--- src/rtl/pclk_pkg.sv ---
package pclk_pkg;

    typedef enum logic [0:0] {
        ST_BOOT = 1'b0,
        ST_RUN  = 1'b1
    } pclk_state_t;

    function automatic int unsigned per_width(input int unsigned max_per);
        return $clog2(max_per + 1);
    endfunction

endpackage

--- src/rtl/pclk_clamp.sv ---
module pclk_clamp #(
    parameter int SPD_W   = 5,
    parameter int PH_W    = 4,
    parameter int SPD_MAX = 21,
    parameter int BASE    = 2,
    parameter int PER_W   = 5
) (
    input  logic [SPD_W-1:0] spd_i,
    input  logic [PH_W-1:0]  ph_i,
    output logic [SPD_W-1:0] spd_o,
    output logic [PER_W-1:0] per_o,
    output logic [PER_W-1:0] ph_o
);
    localparam int MW = (PER_W > PH_W) ? PER_W : PH_W;

    logic [MW-1:0] ph_mod;

    always_comb begin
        spd_o = (spd_i > SPD_W'(SPD_MAX)) ? SPD_W'(SPD_MAX) : spd_i;
        per_o = PER_W'(BASE) + PER_W'(spd_o);
        // residue of the requested offset within the new period
        ph_mod = MW'(ph_i) % MW'(per_o);
        ph_o   = ph_mod[PER_W-1:0];
    end
endmodule

--- src/rtl/pclk_period_ctr.sv ---
module pclk_period_ctr #(
    parameter int PER_W = 5
) (
    input  logic             clk,
    input  logic             rst_n,
    input  logic             run_i,
    input  logic [PER_W-1:0] per_i,
    output logic [PER_W-1:0] cnt_o,
    output logic             wrap_o
);
    assign wrap_o = run_i && (cnt_o == per_i - PER_W'(1));

    always_ff @(posedge clk) begin
        if (!rst_n) begin
            cnt_o <= '0;
        end else if (run_i) begin
            cnt_o <= wrap_o ? '0 : cnt_o + PER_W'(1);
        end
    end
endmodule

--- src/rtl/pclk_wave.sv ---
module pclk_wave #(
    parameter int PER_W = 5
) (
    input  logic [PER_W-1:0] cnt_i,
    input  logic [PER_W-1:0] per_i,
    input  logic [PER_W-1:0] ph_i,
    output logic             lvl_o
);
    logic [PER_W:0] pos;
    logic [PER_W:0] half;

    always_comb begin
        // position within the period, counted from the shifted rising edge
        pos   = {1'b0, cnt_i} - {1'b0, ph_i};
        if (cnt_i < ph_i) begin
            pos = pos + {1'b0, per_i};
        end
        half  = {1'b0, per_i} >> 1;
        lvl_o = (pos < half);
    end
endmodule

--- src/rtl/pclk_gen.sv ---
module pclk_gen
    import pclk_pkg::*;
#(
    parameter int SPD_W   = 5,
    parameter int PH_W    = 4,
    parameter int SPD_MAX = 21,
    parameter int BASE    = 2
) (
    input  logic             clk,
    input  logic             rst_n,
    input  logic [SPD_W-1:0] speed_i,
    input  logic [PH_W-1:0]  phase_i,
    output logic             pix_en_o,
    output logic             pix_clk_o,
    output logic             chg_o
);
    localparam int PER_W = per_width(BASE + SPD_MAX);

    pclk_state_t      state_q, state_d;
    logic             load;
    logic             wrap;
    logic             lvl;
    logic             chg_q;
    logic             in_boot;
    logic [SPD_W-1:0] spd_new, cur_spd;
    logic [PER_W-1:0] per_new, cur_per;
    logic [PER_W-1:0] ph_new, cur_ph;
    logic [PER_W-1:0] cnt;

    pclk_clamp #(
        .SPD_W(SPD_W), .PH_W(PH_W), .SPD_MAX(SPD_MAX), .BASE(BASE), .PER_W(PER_W)
    ) u_clamp (
        .spd_i (speed_i),
        .ph_i  (phase_i),
        .spd_o (spd_new),
        .per_o (per_new),
        .ph_o  (ph_new)
    );

    pclk_period_ctr #(.PER_W(PER_W)) u_ctr (
        .clk    (clk),
        .rst_n  (rst_n),
        .run_i  (state_q == ST_RUN),
        .per_i  (cur_per),
        .cnt_o  (cnt),
        .wrap_o (wrap)
    );

    pclk_wave #(.PER_W(PER_W)) u_wave (
        .cnt_i (cnt),
        .per_i (cur_per),
        .ph_i  (cur_ph),
        .lvl_o (lvl)
    );

    // state register
    always_ff @(posedge clk) begin
        if (!rst_n) state_q <= ST_BOOT;
        else        state_q <= state_d;
    end

    always_comb begin
        state_d = state_q;
        unique case (state_q)
            ST_BOOT: state_d = ST_RUN;
            ST_RUN:  state_d = ST_RUN;
            default: state_d = ST_BOOT;
        endcase
    end

    assign in_boot = (state_q == ST_BOOT);
    assign load    = in_boot || wrap;

    // settings in force, replaced only at a period boundary
    always_ff @(posedge clk) begin
        if (!rst_n) begin
            cur_spd <= '0;
            cur_per <= PER_W'(BASE);
            cur_ph  <= '0;
            chg_q   <= 1'b0;
        end else begin
            chg_q <= load && (spd_new != cur_spd);
            if (load) begin
                cur_spd <= spd_new;
                cur_per <= per_new;
                cur_ph  <= ph_new;
            end
        end
    end

    // outputs
    always_comb begin
        pix_en_o  = 1'b0;
        pix_clk_o = 1'b0;
        chg_o     = 1'b0;
        unique case (state_q)
            ST_BOOT: begin
                pix_en_o  = 1'b0;
                pix_clk_o = 1'b0;
                chg_o     = 1'b0;
            end
            ST_RUN: begin
                pix_en_o  = (cnt == '0);
                pix_clk_o = lvl;
                chg_o     = chg_q;
            end
            default: begin
                pix_en_o  = 1'b0;
            end
        endcase
    end
endmodule

--- config.mk ---
export PLATFORM = sky130hd
export DESIGN_NAME = pclk_gen
export DESIGN_NICKNAME = d
export VERILOG_FILES = /design/src/rtl/pclk_pkg.sv /design/src/rtl/pclk_clamp.sv /design/src/rtl/pclk_period_ctr.sv /design/src/rtl/pclk_wave.sv /design/src/rtl/pclk_gen.sv
export SDC_FILE = /design/constraint.sdc
export NUM_CORES = 1
export LEC_CHECK = 0
export BUFFER_PORTS_ARGS = -buffer_cell sky130_fd_sc_hd__buf_4
export CORE_MARGIN = 8
export CORE_UTILIZATION = 35
export DETAILED_ROUTE_END_ITERATION = 6
export PLACE_DENSITY = 0.48
export SLEW_MARGIN = 20
export SYNTH_ARGS = -nofsm -noshare
export SYNTH_HDL_FRONTEND = slang
export SYNTH_HIERARCHICAL = 1
export SYNTH_SLANG_ARGS = --single-unit
--- constraint.sdc ---
create_clock -name clk -period 6.35 [get_ports clk]
set_clock_uncertainty 0.05 [all_clocks]
set_input_delay 0.3175 -clock clk [delete_from_list [all_inputs] [get_ports clk]]
set_output_delay 0.3175 -clock clk [all_outputs]
set_load 0.01 [all_outputs]
== Word level (Yosys, flattened, before mapping) ==
Index checks and enable logic that the tools add are counted.

* Div/mod/pow operators: 1
* Mux-type cells: 7
* $lt $le $gt $ge: 3
* Add/sub/neg operators: 5
* Equality and inequality tests: 2
* Bitwise logic cells: 1
* Reductions and logical operators: 4

{| class="wikitable"
|+ Operators by type and width
! kind !! number
|-
| two-way mux 5 bit || 2
|-
| adder 6 x 5 -> 6 bit || 1
|-
| < comparator 6 x 4 -> 1 bit || 1
|-
| two-way mux 6 bit || 1
|-
| one-hot mux 1 bit (2 select lines) || 3
|-
| subtractor 5 x 5 -> 6 bit || 1
|-
| adder 2 x 5 -> 5 bit, first input constant || 1
|-
| adder 5 x 1 -> 5 bit, second input constant || 1
|-
| == test 5 bit || 1
|-
| greater-than comparator 5 bit, second input constant || 1
|-
| zero test 5 bit || 1
|-
| < comparator 5 bit || 1
|-
| remainder unit 4 x 5 -> 5 bit || 1
|-
| inequality test 5 bit || 1
|-
| subtractor 5 x 1 -> 5 bit, second input constant || 1
|-
| logical AND 1 bit || 2
|-
| logical OR 1 bit || 1
|-
| two-way mux 1 bit || 1
|-
| NOT 1 bit || 1
|}

* Logic and storage cells: 29
* Input bits: 11
* Output and inout port bits: 3
* Bits in registers: 22

== Longest topological paths before layout ==
* Depth after elaboration: 5
* Gate-level depth with buffers: 29
* Depth with buffers taken out: 29

== Modules after synthesis ==
The synthesis kept the hierarchy.

{| class="wikitable"
|+ By module, submodules not included
! module !! seq. area each (µm²) !! area an instance (µm²) !! instances !! cells each
|-
| pclk_clamp || 0.0 || 850.8 || 1 || 115
|-
| pclk_gen || 340.3 || 693.2 || 1 || 80
|-
| pclk_wave || 0.0 || 556.8 || 1 || 73
|-
| pclk_period_ctr || 100.1 || 335.3 || 1 || 37
|}

== Worst setup path before layout ==
No wires, ideal clock.

* Path type: input to register
* From: input port speed_i[2]
* To: register cur_ph[3]
* Library setup time: 70 ps
* Path buffers: 0
* Data required time: 6230 ps
* Arrival: 5126 ps
* Path slack: 1104 ps
* Cell stages on the path: 25
* Cells stage by stage: o21ai_0 -> and2_1 -> ha_1 -> and2_1 -> a21o_4 -> and3_1 -> and2_1 -> ha_1 -> o211ai_1 -> nand3b_1 -> mux2i_1 -> a2bb2oi_1 -> inv_1 -> ha_1 -> a41o_1 -> o21a_4 -> o31ai_2 -> ha_1 -> a21o_1 -> a31oi_1 -> o21ai_2 -> or2_2 -> o221ai_1 -> nand2_1 -> a21boi_1

* Longest elaborated chain between the ends: 4

{| class="wikitable"
|+ Ends and longest elaborated chain
! item !! RTL line !! source
|-
| from (decl) || pclk_gen.sv:11 || <nowiki>input logic [SPD_W-1:0] speed_i,</nowiki>
|-
| greater-than comparator 5 bit || pclk_clamp.sv:19 || <nowiki>spd_o = (spd_i > SPD_W'(SPD_MAX)) ? SPD_W'(SPD_MAX) : spd_i;</nowiki>
|-
| two-way mux 5 bit || pclk_clamp.sv:19 ||
|-
| net spd_new[1] || pclk_gen.sv:25 || <nowiki>logic [SPD_W-1:0] spd_new, cur_spd;</nowiki>
|-
| adder 2 x 5 -> 5 bit || pclk_clamp.sv:20 || <nowiki>per_o = PER_W'(BASE) + PER_W'(spd_o);</nowiki>
|-
| remainder unit 4 x 5 -> 5 bit || pclk_clamp.sv:22 || <nowiki>ph_mod = MW'(ph_i) % MW'(per_o);</nowiki>
|-
| net ph_new[3] || pclk_gen.sv:27 || <nowiki>logic [PER_W-1:0] ph_new, cur_ph;</nowiki>
|-
| to (signal assigned) || pclk_gen.sv:86 || <nowiki>cur_ph <= ph_new;</nowiki>
|-
| to (decl) || pclk_gen.sv:27 ||
|}

The timed path passes the listed nets, and every way through them passes these cells.
A chain may end at the register's enable or synchronous reset.

== Worst setup path after layout ==
* From: input port speed_i[2]
* To: register cur_ph[3]

* Longest elaborated chain between the ends: 4

{| class="wikitable"
|+ Ends and longest elaborated chain
! item !! RTL line !! source
|-
| greater-than comparator 5 bit || pclk_clamp.sv:19 ||
|-
| two-way mux 5 bit || pclk_clamp.sv:19 ||
|-
| adder 2 x 5 -> 5 bit || pclk_clamp.sv:20 ||
|-
| net per_new[0] || pclk_gen.sv:26 || <nowiki>logic [PER_W-1:0] per_new, cur_per;</nowiki>
|-
| remainder unit 4 x 5 -> 5 bit || pclk_clamp.sv:22 ||
|-
| net ph_new[3] || pclk_gen.sv:27 ||
|}

The timed path passes the listed nets, and every way through them passes these cells.

==> impl_summary.md <==
Worst setup path
STA classifies the critical path startpoint as an input port. The kind of cell with the highest combined delay on the critical path is compound AO/OA/AOI/OAI gates. The largest stage delay on the critical path is 0.36 ns. The arrival time of data at the critical path endpoint is 6.02 ns. For the worst flop-to-flop path, the logic depth is 8. The master of the slowest instance on the critical path is sky130_fd_sc_hd__ha_1.

The startpoint of the worst register-to-register path is cur_per[1]. The reg-to-reg endpoint is cur_spd[0]. The critical path class is in -> reg. The library cell appearing most often on the critical path is sky130_fd_sc_hd__ha_1. Counting both buffers and inverters, the worst setup path holds a total of 3. The worst-path maximum fanout is 9.

STA classifies the critical path endpoint as a flop. The internal reg-to-reg setup slack is 3.80 ns. The required time at the worst-slack endpoint is 6.49 ns.

Timing
Setup repair after global routing left no endpoint under its margin. The number of endpoints failing setup at the final stage is 0. Measured against its own limit, the worst slew margin works out to 59.09%.

The final critical delay including setup and external delays is 5.882 ns. The final critical-path share of the clock period is 92.62%. The max-slew violation total from the final report is 0.

The fmax is 0.1700 GHz. The final total negative setup slack is 0 ns. For the pin with the worst max-slew slack, the measured transition is 0.6137 ns.

The final hold violation count came to 0. The post-layout worst setup margin is 0.4685 ns.

GRT
The via count of the first global-routing pass was 2064. The overall routing resource usage is 11.12%. The total congestion overflow is 0. The first global-routing pass estimated 9135 um of wire.

Entering global routing, the biggest net connects 22 pins. The number of antenna violations at the first check in global routing is 0.

Logic synthesis
Sorting the synthesized cells by area gives the leading types as sky130_fd_sc_hd__dfxtp_1, sky130_fd_sc_hd__ha_1, sky130_fd_sc_hd__nand2_1. The share of the Yosys chip area taken by registers is 18.08%. The number of warnings issued by yosys is 6. The number of synthesized flops with an enable pin is 0. In this run the cell area of the synthesized design comes to 0.002436 mm2. The number of distinct library cell variants in the gate-level netlist after synthesis is 61. The area share of the leading cell type in the synthesized netlist is 18.08%.

Dividing the synthesized area by the synthesized cell count gives 7.987 um2. The cell count after synthesis is 305. sky130_fd_sc_hd__dfxtp_1 takes more of the synthesized area than any other cell. In the synthesized netlist the async set-or-reset flop fraction comes to 0%. For this run, the leading register cell type out of synthesis is sky130_fd_sc_hd__dfxtp_1.

The post-synthesis net count is 351. After synthesis the netlist holds a flip-flop and latch count of 22.

Die
The core region is 0.006756 mm2. The effective utilization at floorplan is 36.06%. The vertical die dimension is 99.43 um. The initialized floorplan defines 30 standard-cell rows. The I/O pin count is 14.

The die is 99.43 um wide. The area enclosed by the die boundary is 0.009886 mm2.

Clock network
Once the clock tree was built, the setup fixing pass inserted 0 buffers. The clock passes through at most 2 buffers. The number of hold buffers added after CTS is 0.

CTS placed an instance of sky130_fd_sc_hd__clkbuf_8 at the clock tree root. The clock latency at the later pin of the worst-skew pair is 0.25 ns. In this run the number of H-tree levels came out at 1. For this design, the sink count on the clock tree is 22. The number of gates given a new drive strength after cts is 0. TritonCTS built the clock tree. The clock-pin slew of the registers on the worst-case setup and hold paths is 0.07 ns. The clock buffer count from CTS is 3.

Placement
During placement, the flow inserted port buffers numbering 13. The pre-CTS worst setup slack is 0.1996 ns. Once detailed placement completed, the half-perimeter wirelength came to 4244 um. At the end of routability-driven placement, the weighted congestion stood at 0.8011.

Detailed routing
The detail route stage leaves a number of antenna-violating nets equal to 0. Across all layers, the routed design uses 2051 vias. The detail-routed net length per standard cell is 13.22 um. The post-route DRC violation count is 0. Before antenna repair, the detailed router went through 4 iterations. The detailed router finished its first iteration with 87 violations. In the routed layout, each cell is associated on average with a via count of 5.206. The routed design has 5210 um of wire.

Finish
The share of final-layout standard cells stronger than drive strength 1 is 11.46%. The net count reported at finish is 362. The number of diodes is 0. The layout-stage area growth over the synthesis result is 8.218%.

Pwr
The worst-case vdd ir drop is 0.0001396 V. Power spread over the standard cell area amounts to 232.7 mW/mm2. The analysis attributes to cell leakage a power of 0.001173 uW.

Status
The flow ran to the end, and the final reports show no timing, DRC or antenna violations.

Min path
The worst hold path belongs to the class in -> reg. The source of the worst hold timing path is rst_n. The worst-case hold path end point is state_q. The number of cells on the worst hold path is 1.

Job
The max-capacitance violation count is 0.
-- cells in the mapped netlist, drive strengths merged (4+ instances only) --
library cell  count
o21a              6
a21oi            16
inv              28
and2              6
nand2b            6
a31oi             5
ha               32
mux2i             4
dfxtp            22
xor2             12
nor2b             4
a21o              7
nor2             19
nand3             5
o21ai            12
nor3              4
nand2            41
buf               4
a21boi           14
xnor2            16
-- cells in the final DEF, fill, tap and decap left out, types with 4 or more instances in the layout --
cell	instances
sky130_fd_sc_hd__a21boi_0	5
sky130_fd_sc_hd__a21boi_1	9
sky130_fd_sc_hd__a21o_1	6
sky130_fd_sc_hd__a21oi_1	14
sky130_fd_sc_hd__a31oi_1	5
sky130_fd_sc_hd__and2_1	5
sky130_fd_sc_hd__buf_4	13
sky130_fd_sc_hd__dfxtp_1	22
sky130_fd_sc_hd__ha_1	32
sky130_fd_sc_hd__inv_1	28
sky130_fd_sc_hd__mux2i_1	4
sky130_fd_sc_hd__nand2_1	40
sky130_fd_sc_hd__nand2b_1	6
sky130_fd_sc_hd__nand3_1	5
sky130_fd_sc_hd__nor2_1	19
sky130_fd_sc_hd__nor2b_1	4
sky130_fd_sc_hd__o21a_1	5
sky130_fd_sc_hd__o21ai_0	9
sky130_fd_sc_hd__xnor2_1	16
sky130_fd_sc_hd__xor2_1	12
-- report_power, final --
part / switching (uW) / internal, uW
registers: 13.5 / 150
clock network: 41.6 / 42.2
logic: 192 / 174
-- layer usage --
metal	wire (um)	up-vias	global-route usage (%)
li1	-	1075	-
met1	2673	953	14.34
met2	2417	21	19.27
met3	100	2	1.885
met4	18	0	1.397
met5	0	-	0
-- worst max-delay path by stage --
stage,startpoint,end,slack (ns),depth (start not counted)
after CTS,speed_i[3],cur_ph[3],0.46,27
final,speed_i[2],cur_ph[3],0.47,29
after global routing,speed_i[2],cur_ph[3],0.009,29
after floorplan,speed_i[2],cur_ph[3],1.10,25
after global placement,speed_i[2],cur_ph[3],0.23,29
after detailed placement,speed_i[3],cur_ph[3],0.20,27
-- area by class of cell --
type                            instances  area (um2)
Fill cell                             710        4120
Multi-Input combinational cell        248        1852
Tap cell                               80       100.1
Timing Repair Buffer                   13       97.59
Inverter                               28       105.1
Sequential cell                        22       440.4
Clock buffer                            3       41.29
-- metrics by stage --
step                instances  hold WS [ns]  total power [uW]  area (um2)  util (%)
CTS                       394        0.2588             622.0        2636     39.02
global placement          391        0.3951             534.9        2595     38.41
floorplan                 305        0.2952             460.3        2436         -
detailed placement        391        0.3977             534.3        2595     38.41
global route              394        0.2579             681.3        2636     39.02
finish                    394        0.2692             613.4        2636     39.02
-- registers in the layout, summed over array words and instances (netlist names) --
name         count
cur_per          5
cur_ph           5
cur_spd          5
u_ctr/cnt_o      5
chg_q            1
state_q          1
-- kinds of logic after synthesis --
group | Yosys count | synth area share (%)
compound gates | 76 | 22.86
xor+xnor | 28 | 10.07
fa+ha+maj | 35 | 18.90
buf+inv | 35 | 5.906
flops | 22 | 18.08
mux | 7 | 3.030
other cells | 1 | 0.1539
simple gates | 101 | 21.01
No activity file was read; power rests on OpenSTA's default activity.
